**config.mk**
```make
export PLATFORM = sky130hd
export DESIGN_NAME = bwc_ctrl
export DESIGN_NICKNAME = d
export VERILOG_FILES = /design/src/rtl/bwc_pkg.sv /design/src/rtl/bwc_ctrl.sv
export SDC_FILE = /design/constraint.sdc
export NUM_CORES = 1
export LEC_CHECK = 0
export BUFFER_PORTS_ARGS = -buffer_cell sky130_fd_sc_hd__buf_2
export CAP_MARGIN = 20
export CORE_AREA = 2 2 39 41
export DETAILED_ROUTE_END_ITERATION = 8
export DIE_AREA = 0 0 41 43
export GPL_TIMING_DRIVEN = 0
export SKIP_LAST_GASP = 1
export SLEW_MARGIN = 20
export SYNTH_ARGS = -nofsm -noshare
export SYNTH_HDL_FRONTEND = slang
export SYNTH_SLANG_ARGS = --single-unit
export TNS_END_PERCENT = 10
```
**constraint.sdc**
```tcl
create_clock -name clk -period 1.4 [get_ports clk]
set_clock_uncertainty 0.05 [all_clocks]
set_input_delay 0.14 -clock clk [delete_from_list [all_inputs] [get_ports clk]]
set_output_delay 0.14 -clock clk [all_outputs]
set_load 0.01 [all_outputs]
```
**src/rtl/bwc_pkg.sv**
```systemverilog
package bwc_pkg;
    typedef enum logic [1:0] {
        ST_IDLE = 2'd0,
        ST_RUN  = 2'd1,
        ST_HOLD = 2'd2
    } bwc_state_e;
endpackage

```
**src/rtl/bwc_ctrl.sv**
```systemverilog
module bwc_ctrl
    import bwc_pkg::*;
(
    input  logic clk,
    input  logic rst_n,
    input  logic test_en,
    input  logic word_ok,
    input  logic word_bad,
    output logic start,
    output logic hit,
    output logic pass_live,
    output logic pass_final
);
    bwc_state_e state_q, state_d;
    logic stop;

    assign start = (state_q != ST_RUN) && test_en;
    assign stop  = (state_q == ST_RUN) && !test_en;
    assign hit   = (state_q == ST_RUN) && test_en && word_ok && word_bad;

    always_comb begin
        state_d = state_q;
        unique case (state_q)
            ST_IDLE: if (test_en)  state_d = ST_RUN;
            ST_RUN:  if (!test_en) state_d = ST_HOLD;
            ST_HOLD: if (test_en)  state_d = ST_RUN;
            default: state_d = ST_IDLE;
        endcase
    end

    always_ff @(posedge clk or negedge rst_n) begin
        if (!rst_n) state_q <= ST_IDLE;
        else        state_q <= state_d;
    end

    always_ff @(posedge clk or negedge rst_n) begin
        if (!rst_n) begin
            pass_live  <= 1'b1;
            pass_final <= 1'b1;
        end else if (start) begin
            pass_live  <= 1'b1;
            pass_final <= 1'b1;
        end else if (stop) begin
            pass_final <= pass_live;
        end else if (hit) begin
            pass_live  <= 1'b0;
        end
    end

    AST_LIVE_NO_RISE: assert property (@(posedge clk) disable iff (!rst_n)
        (!pass_live && !start) |=> !pass_live);
    AST_FINAL_HOLD: assert property (@(posedge clk) disable iff (!rst_n)
        (state_q != ST_RUN && !test_en) |=> $stable(pass_final) && $stable(pass_live));
    AST_STOP_CAPTURE: assert property (@(posedge clk) disable iff (!rst_n)
        stop |=> pass_final == $past(pass_live));
    AST_HIT_DROPS: assert property (@(posedge clk) disable iff (!rst_n)
        hit |=> !pass_live);
endmodule

```
After elaboration in Yosys (flattened, before gate mapping)
Index checks and enable logic that the tools add are counted.
{"block": "word_totals", "regBits": 4, "latch_bits": 0, "inputBits": 5, "output_inout_bits": 4, "rom_bits": 0, "n_memories": 0, "elab_cells": 29, "ram_bits": 0}
{"block": "op_classes", "n_shift": 0, "n_div": 0, "order_cmp": 0, "bitwise": 0, "mux": 8, "n_reduce_logical": 12, "addsub": 0, "multipliers": 0, "n_eq_ne": 6}
{"operator": "$logic_and A1 B1 Y1", "n": 5}
{"operator": "$mux W1", "n": 5}
{"operator": "$mux W2", "n": 2}
{"operator": "$ne A2 B1 Y1 const B", "n": 2}
{"operator": "$ne A2 B2 Y1 const B", "n": 2}
{"operator": "$pmux W2 S2", "n": 1}
{"operator": "$reduce_and A2 Y1", "n": 2}
{"operator": "$reduce_bool A2 Y1", "n": 2}
{"operator": "$eq A2 B1 Y1 const B", "n": 1}
{"operator": "$eq A2 B2 Y1 const B", "n": 1}
{"operator": "$logic_not A2 Y1", "n": 1}
{"operator": "$reduce_or A2 Y1", "n": 1}
{"operator": "$logic_not A1 Y1", "n": 1}

Logic depth before layout (Yosys ltp)
Gate-level depths: netlist (run 1).
{"block": "depth", "word_depth": 7, "depth_mapped": 5, "ltp_nobuf": 5}

Least setup slack after synthesis (run 1)
OpenSTA, ideal clock, no wires.
{"block": "synth_timing", "kind": "reg2reg", "startpoint": "register state_q[0]", "endpoint": "register pass_live", "period_less_slack_ps": 1245, "slack_ps": 155, "path_buffers": 0, "arrival_ps": 1116, "required_time_ps": 1271, "setup_time_ps": 79, "stages_incl_launch_ff": 5, "cell_sequence": "dfrtp_1 and2b_2 ha_1 and3_1 o21ai_0"}
{"block": "synth_between", "elab_chain_cells": 6, "elab_cells_between_ends": 11, "classes_between": "3 x eq/ne; 1 x mux; 7 x reduce/logical"}
{"element": "from (decl)", "line_no": "bwc_ctrl.sv:14", "rtl": "bwc_state_e state_q, state_d;"}
{"element": "from (signal assigned)", "line_no": "bwc_ctrl.sv:33", "rtl": "else state_q <= state_d;"}
{"element": "$eq A2 B1 Y1", "line_no": "bwc_ctrl.sv:19", "rtl": "assign hit = (state_q == ST_RUN) && test_en && word_ok && word_bad;"}
{"element": "$logic_and A1 B1 Y1 (3 in series)", "line_no": "bwc_ctrl.sv:19"}
{"element": "via hit", "line_no": "bwc_ctrl.sv:10", "rtl": "output logic hit,"}
{"element": "$reduce_bool A2 Y1 (no source line)"}
{"element": "$reduce_and A2 Y1 (no source line)"}
{"element": "to (signal assigned)", "line_no": "bwc_ctrl.sv:38", "rtl": "pass_live <= 1'b1;"}
{"element": "to (signal assigned)", "line_no": "bwc_ctrl.sv:41", "rtl": "pass_live <= 1'b1;"}
{"element": "to (signal assigned)", "line_no": "bwc_ctrl.sv:46", "rtl": "pass_live <= 1'b0;"}
{"element": "to (decl)", "line_no": "bwc_ctrl.sv:11", "rtl": "output logic pass_live,"}
The timed path passes the listed nets, and every way through them passes these cells.
A chain may end at the register's enable or synchronous reset.

Worst setup path after layout (run 1)
{"block": "layout_timing", "startpoint": "register state_q[1]", "endpoint": "output hit"}
{"block": "layout_between", "elab_chain_cells": 4}
{"element": "$eq A2 B1 Y1", "line_no": "bwc_ctrl.sv:19"}
{"element": "$logic_and A1 B1 Y1 (3 in series)", "line_no": "bwc_ctrl.sv:19"}
{"element": "to (decl)", "line_no": "bwc_ctrl.sv:10"}
Every way passes these cells.

==> results of run 1 <==
==> registers in the layout, summed over array words and instances (netlist names) <==
name / count
pass_live: 1
state_q: 2
pass_final: 1
==> worst max-delay path: stages, from the launching register on <==
cell,delay [ns]
dfrtp_1,0.36
and2b_2,0.25
ha_4,0.13
and3_4,0.17
buf_6,0.10
==> area by class of cell <==
class / count / area share (%)
Tap cell: 16 / 5.52
Timing Repair Buffer: 11 / 19.7
Multi-Input combinational cell: 15 / 36.2
Clock buffer: 4 / 7.24
Inverter: 3 / 3.10
Sequential cell: 4 / 28.3
==> cell usage after synthesis (2+ instances only) <==
cell / n / area (sq um)
nand2_1: 2 / 7.51
dfstp_2: 2 / 52.6
ha_1: 3 / 37.5
inv_1: 3 / 11.3
dfrtp_1: 2 / 50.1
o21ai_0: 3 / 15.0
==> power by group <==
| part | internal (uW) | total [uW] | switching (uW) |
|---|---|---|---|
| sequential | 168 | 184 | 16.7 |
| clock | 107 | 149 | 42.9 |
| combinational | 96.1 | 185 | 88.9 |
| total | 370 | 519 | 148 |
==> cells by family after synthesis <==
| kind of cell | count (synthesis) | share of synthesized area (%) |
|---|---|---|
| compound gates | 5 | 13.9 |
| fa+ha+maj | 3 | 16.7 |
| buf+inv | 3 | 5.00 |
| flops | 4 | 45.6 |
| mux | 1 | 4.44 |
| simple gates | 6 | 14.4 |
==> through the flow <==
stage	hold slack [ns]	cells	TNS (ns)	setup slack (ns)	total power, uW
after floorplan	-0.206	22	0	0.155	292
after global placement	-0.105	46	0	0.0856	339
after detailed placement	-0.105	46	0	0.0862	340
after CTS	0.176	53	-0.116	-0.0598	530
after global routing	0.196	53	-0.179	-0.0991	571
final	0.184	53	-0.0397	-0.0356	519
==> per-layer routing <==
layer | vias up | GRT usage, % | part of all wire, %
met4 | 0 | 8.00 | 0
li1 | 104 | - | -
met3 | 0 | 1.57 | 5.2
met1 | 83 | 7.49 | 51
met2 | 6 | 6.56 | 44
met5 | - | 0 | 0
==> final timing paths <==
kind                       slack, ns                   start                      to
hold / removal                  0.18                   rst_n  state_q[1]$_DFFE_PN0P_
max in group asynchronous       0.91                   rst_n  pass_final$_DFFE_PN1P_
hold reg to reg                 0.43  state_q[1]$_DFFE_PN0P_  state_q[1]$_DFFE_PN0P_
setup / recovery               -0.04  state_q[1]$_DFFE_PN0P_                     hit
min in group clk                0.20                 test_en  state_q[0]$_DFFE_PN0P_
setup reg to reg                0.08  state_q[0]$_DFFE_PN0P_  state_q[1]$_DFFE_PN0P_
==> what timing repair did <==
action,CTS,global route
setup endpoints to repair,2,2
pin swaps,1,1
gates resized for setup,4,1
buffers inserted,2,0
hold buffers,1,0
endpoints found under the hold margin,4,0
==> summary.txt, run 1 <==
Die X = 41 um
fin crit period = 1.44 ns
largest net degree at the start of global routing = 6
post-route cell area = 363 sq um
Syn-to-layout area delta = 61.1%
area of the multi-input gates = 131 sq um
synth unique cells = 13
slew margin rel. = 88.5%
commonest non-fill, non-tap cell in the layout = buf_2
critical path class = flip-flop to output port
FF+latch area = 103 sq um
Yosys Warn Count = 0
CP startpoint kind = flip-flop
# setup viols final = 2
Initial Util = 16.3%
first-pass GRT wire length = 655 um
Clock Sinks = 4
GP Congestion = 0.612
violated checks = setup timing
number of detailed-route iterations in the first pass = 4
CTS Buffer Depth = 2
final core area utilization = 26.2%
nets = 46
GRT Overall Usage = 5.95%
detailed-route via count = 193
critical path peak fanout = 3
ANT cells = 0
final period utilization = 103%
initial antenna violation count = 0
most frequent cells in the layout = 7 x buf_2, 3 x inv_1, 3 x o21ai_0, 3 x clkbuf_4
gr ovfl total = 0
Pins Over Slew Limit = 0
clock root cell = clkbuf_4
layout cells sized above 1 = 51.4%
TritonCTS Buffers = 3
status = complete, but fails checks
asr flop ratio synth = 100%
Post-synth EDFFs = 0
actual slew at the worst max-slew pin = 0.171 ns
final wirelength = 388 um
Syn Std Cell Area = 225 sq um
LEAKAGE = 0.000176 uW
final hold vios = 0
worst min path class = input pin to async pin
Mapped Nets = 30
DRC Markers = 0
Syn Inst Count = 22
I/O pins = 9
Skew-Pair Late Insertion Delay = 0.23 ns
Routed Antenna Nets = 0
endpoint type of the worst setup path = output port
RSZ-0062 raised after global routing = true
count of state elements after synthesis = 4
Seq/Total Area, Yosys = 45.6%
Area after DPL = 285 sq um
CTS tree = done
FP Rows = 14
floorplan core area = 0.00138 sq mm
Peak Freq = 0.697 GHz
vias in the first global route = 190
Critical Path RT = 1.21 ns
vias per cell = 3.64
R2R depth = 5
Synth Flop Type = dfstp_2
clock-pin slew on the worst setup and hold paths = 0.04 ns
layout filler cell count = 147
PortBufs = 8
wire per inst = 7.32 um
drt initial violations = 6
DIE HEIGHT = 43 um
max-cap violation count = 0
syn_area_per_cell = 10.2 sq um
H-tree depth = 1
worst vdd rail ir drop = 0.000579 V
Die Area = 0.00176 sq mm
PnR worst setup slack = -0.0356 ns
pwr dens = 1430 mW/mm^2
Critical Path AT = 1.25 ns
Note: power is estimated with default switching activity, not from simulation.
==> run 2: changes to the inputs <==
PLACE_DENSITY = 0.41   (was not set)
==> run 2 against run 1 <==
  * The flow still finishes with violations (setup timing)
  * Sequential share of layout area is 0.57 points lower
  * Register-to-register slack worse by 0.02 ns
  * Worst hold slack lost 0.0014 ns
  * First-iteration DRC count fell by 100%
  * Worst setup slack got worse by 0.0054 ns
  * Clock power increased by 5%
  * Largest power group unchanged
==> summary.txt, run 2 (synthesized netlist as in run 1, its figures left out) <==
CP Buf/Inv Count = 1
Pins Over Slew Limit = 0
first-pass GRT wire length = 1040 um
# setup viols final = 2
Critical Path RT = 1.21 ns
largest registers = state_q: 2 flops, pass_final: 1 flops, pass_live: 1 flops
drt initial violations = 0
Die X = 41 um
Reg power frac = 34.1%
Crit path max-delay family = simple AND/OR/NAND/NOR gates
max-cap violation count = 0
vias per cell = 3.76
GP Congestion = 0.601
vias in the first global route = 261
Routed Antenna Nets = 0
ANT cells = 0
Die Area = 0.00176 sq mm
layout cells sized above 1 = 52.6%
Peak Freq = 0.694 GHz
total power = 545 uW
Int Pwr = 382 uW
actual slew at the worst max-slew pin = 0.191 ns
critical path peak fanout = 3
fin crit period = 1.44 ns
critical path class = flip-flop to output port
Gate power share = 37.3%
CTS tree = done
largest net degree at the start of global routing = 6
H-tree depth = 1
gr ovfl total = 0
PnR worst setup slack = -0.0410 ns
clock-pin slew on the worst setup and hold paths = 0.04 ns
max reg flops = 2
Net Switching = 163 uW
TritonCTS Buffers = 3
final wirelength = 517 um
CP max stage delay = 0.37 ns
crit path cell chain = and2b_2 > ha_4 > and3_4 > buf_6
most frequent cells in the layout = 7 x buf_2, 3 x inv_1, 3 x o21ai_0, 3 x clkbuf_4, 3 x buf_4
Critical Path AT = 1.25 ns
clock root cell = clkbuf_4
DRC Markers = 0
Clock Power Share = 28.5%
CP startpoint kind = flip-flop
CTS Buffer Depth = 2
floorplan core area = 0.00138 sq mm
Layout Cells excl Fill = 54
CP max stage cell = dfrtp_1
endpoint type of the worst setup path = output port
nets = 47
GRT Overall Usage = 9.47%
violated checks = setup timing
Syn-to-layout area delta = 64.4%
Top reg by flops = state_q
RSZ-0062 raised after global routing = true
commonest non-fill, non-tap cell in the layout = buf_2
LEAKAGE = 0.000181 uW
number of detailed-route iterations in the first pass = 1
FP Rows = 14
switch share = 29.9%
DIE HEIGHT = 43 um
PortBufs = 8
worst min path class = input pin to flip-flop
Initial Util = 16.3%
Skew-Pair Late Insertion Delay = 0.24 ns
detailed-route via count = 203
initial antenna violation count = 0
final hold vios = 0
DP Cell Count = 46
Clock Sinks = 4
Placement Setup Slack = 0.0628 ns
status = complete, but fails checks
final period utilization = 103%
pwr dens = 1470 mW/mm^2
worst vdd rail ir drop = 0.000433 V
I/O pins = 9
hpwl dp = 385 um
slew margin rel. = 87.1%
wire per inst = 9.57 um
==> run 2: cell count changes in the layout (fill, tap and decap cells not counted), sizes merged <==
cell	delta
buf	+1
==> run 2: worst paths after layout <==
path / from / end / slack (ns) / depth (start not counted)
max in group asynchronous: rst_n / pass_final$_DFFE_PN1P_ / 0.88 / 2
worst min-delay path: test_en / state_q[0]$_DFFE_PN0P_ / 0.18 / 3
worst max-delay path: state_q[1]$_DFFE_PN0P_ / hit / -0.04 / 4
worst max register to register: state_q[0]$_DFFE_PN0P_ / state_q[1]$_DFFE_PN0P_ / 0.06 / 5
min in group asynchronous: rst_n / state_q[1]$_DFFE_PN0P_ / 0.21 / 2
worst min register to register: pass_final$_DFFE_PN1P_ / pass_final$_DFFE_PN1P_ / 0.43 / 2
==> run 2: power groups by stage <==
stage / sequential (uW) / combinational [uW] / clock, uW
6_report: 186 / 204 / 156
5_1_grt: 192 / 234 / 184
4_1_cts: 186 / 206 / 166
3_5_place_dp: 190 / 154 / 0
3_3_place_gp: 188 / 148 / 0
2_1_floorplan: 197 / 94.5 / 0
==> run 2: cell type report <==
class	instances	area [sq um]
clock buffer	4	26.3
fill	155	1010
inverter	3	11.3
multi-input combinational	15	131
sequential	4	103
tap	16	20.0
timing repair buffer	12	78.8
==> run 2: worst register-to-register path: cells and delay by family (launching register included) <==
| family | cells | cell delay (ns) |
|---|---|---|
| fa+ha+maj | 1 | 0.16 |
| flops | 1 | 0.37 |
| buf+inv | 1 | 0.14 |
| simple gates | 1 | 0.23 |
| compound gates | 2 | 0.28 |
==> run 2: what timing repair did <==
item,CTS,global route
endpoints found under the hold margin,4,0
setup buffers,3,0
gates resized for setup,5,0
pin swaps,1,1
hold buffers,1,0
endpoints found under the setup margin,2,4
==> run 2: through the flow <==
stage          hold slack, ns  cell area [sq um]  util, %  TNS (ns)
2_1_floorplan          -0.206                225        -         0
3_3_place_gp           -0.103                285     20.6         0
3_5_place_dp          -0.0958                285     20.6         0
4_1_cts                 0.174                370     26.8    -0.108
5_1_grt                 0.194                370     26.8    -0.274
6_report                0.182                370     26.8   -0.0682
==> run 2: metal layers <==
layer	vias to the layer above	GRT usage [%]	share of wire, %
li1	103	-	-
met1	89	9.74	45
met2	11	13.4	42
met3	0	6.28	13
met4	0	6.00	0
met5	-	0	0
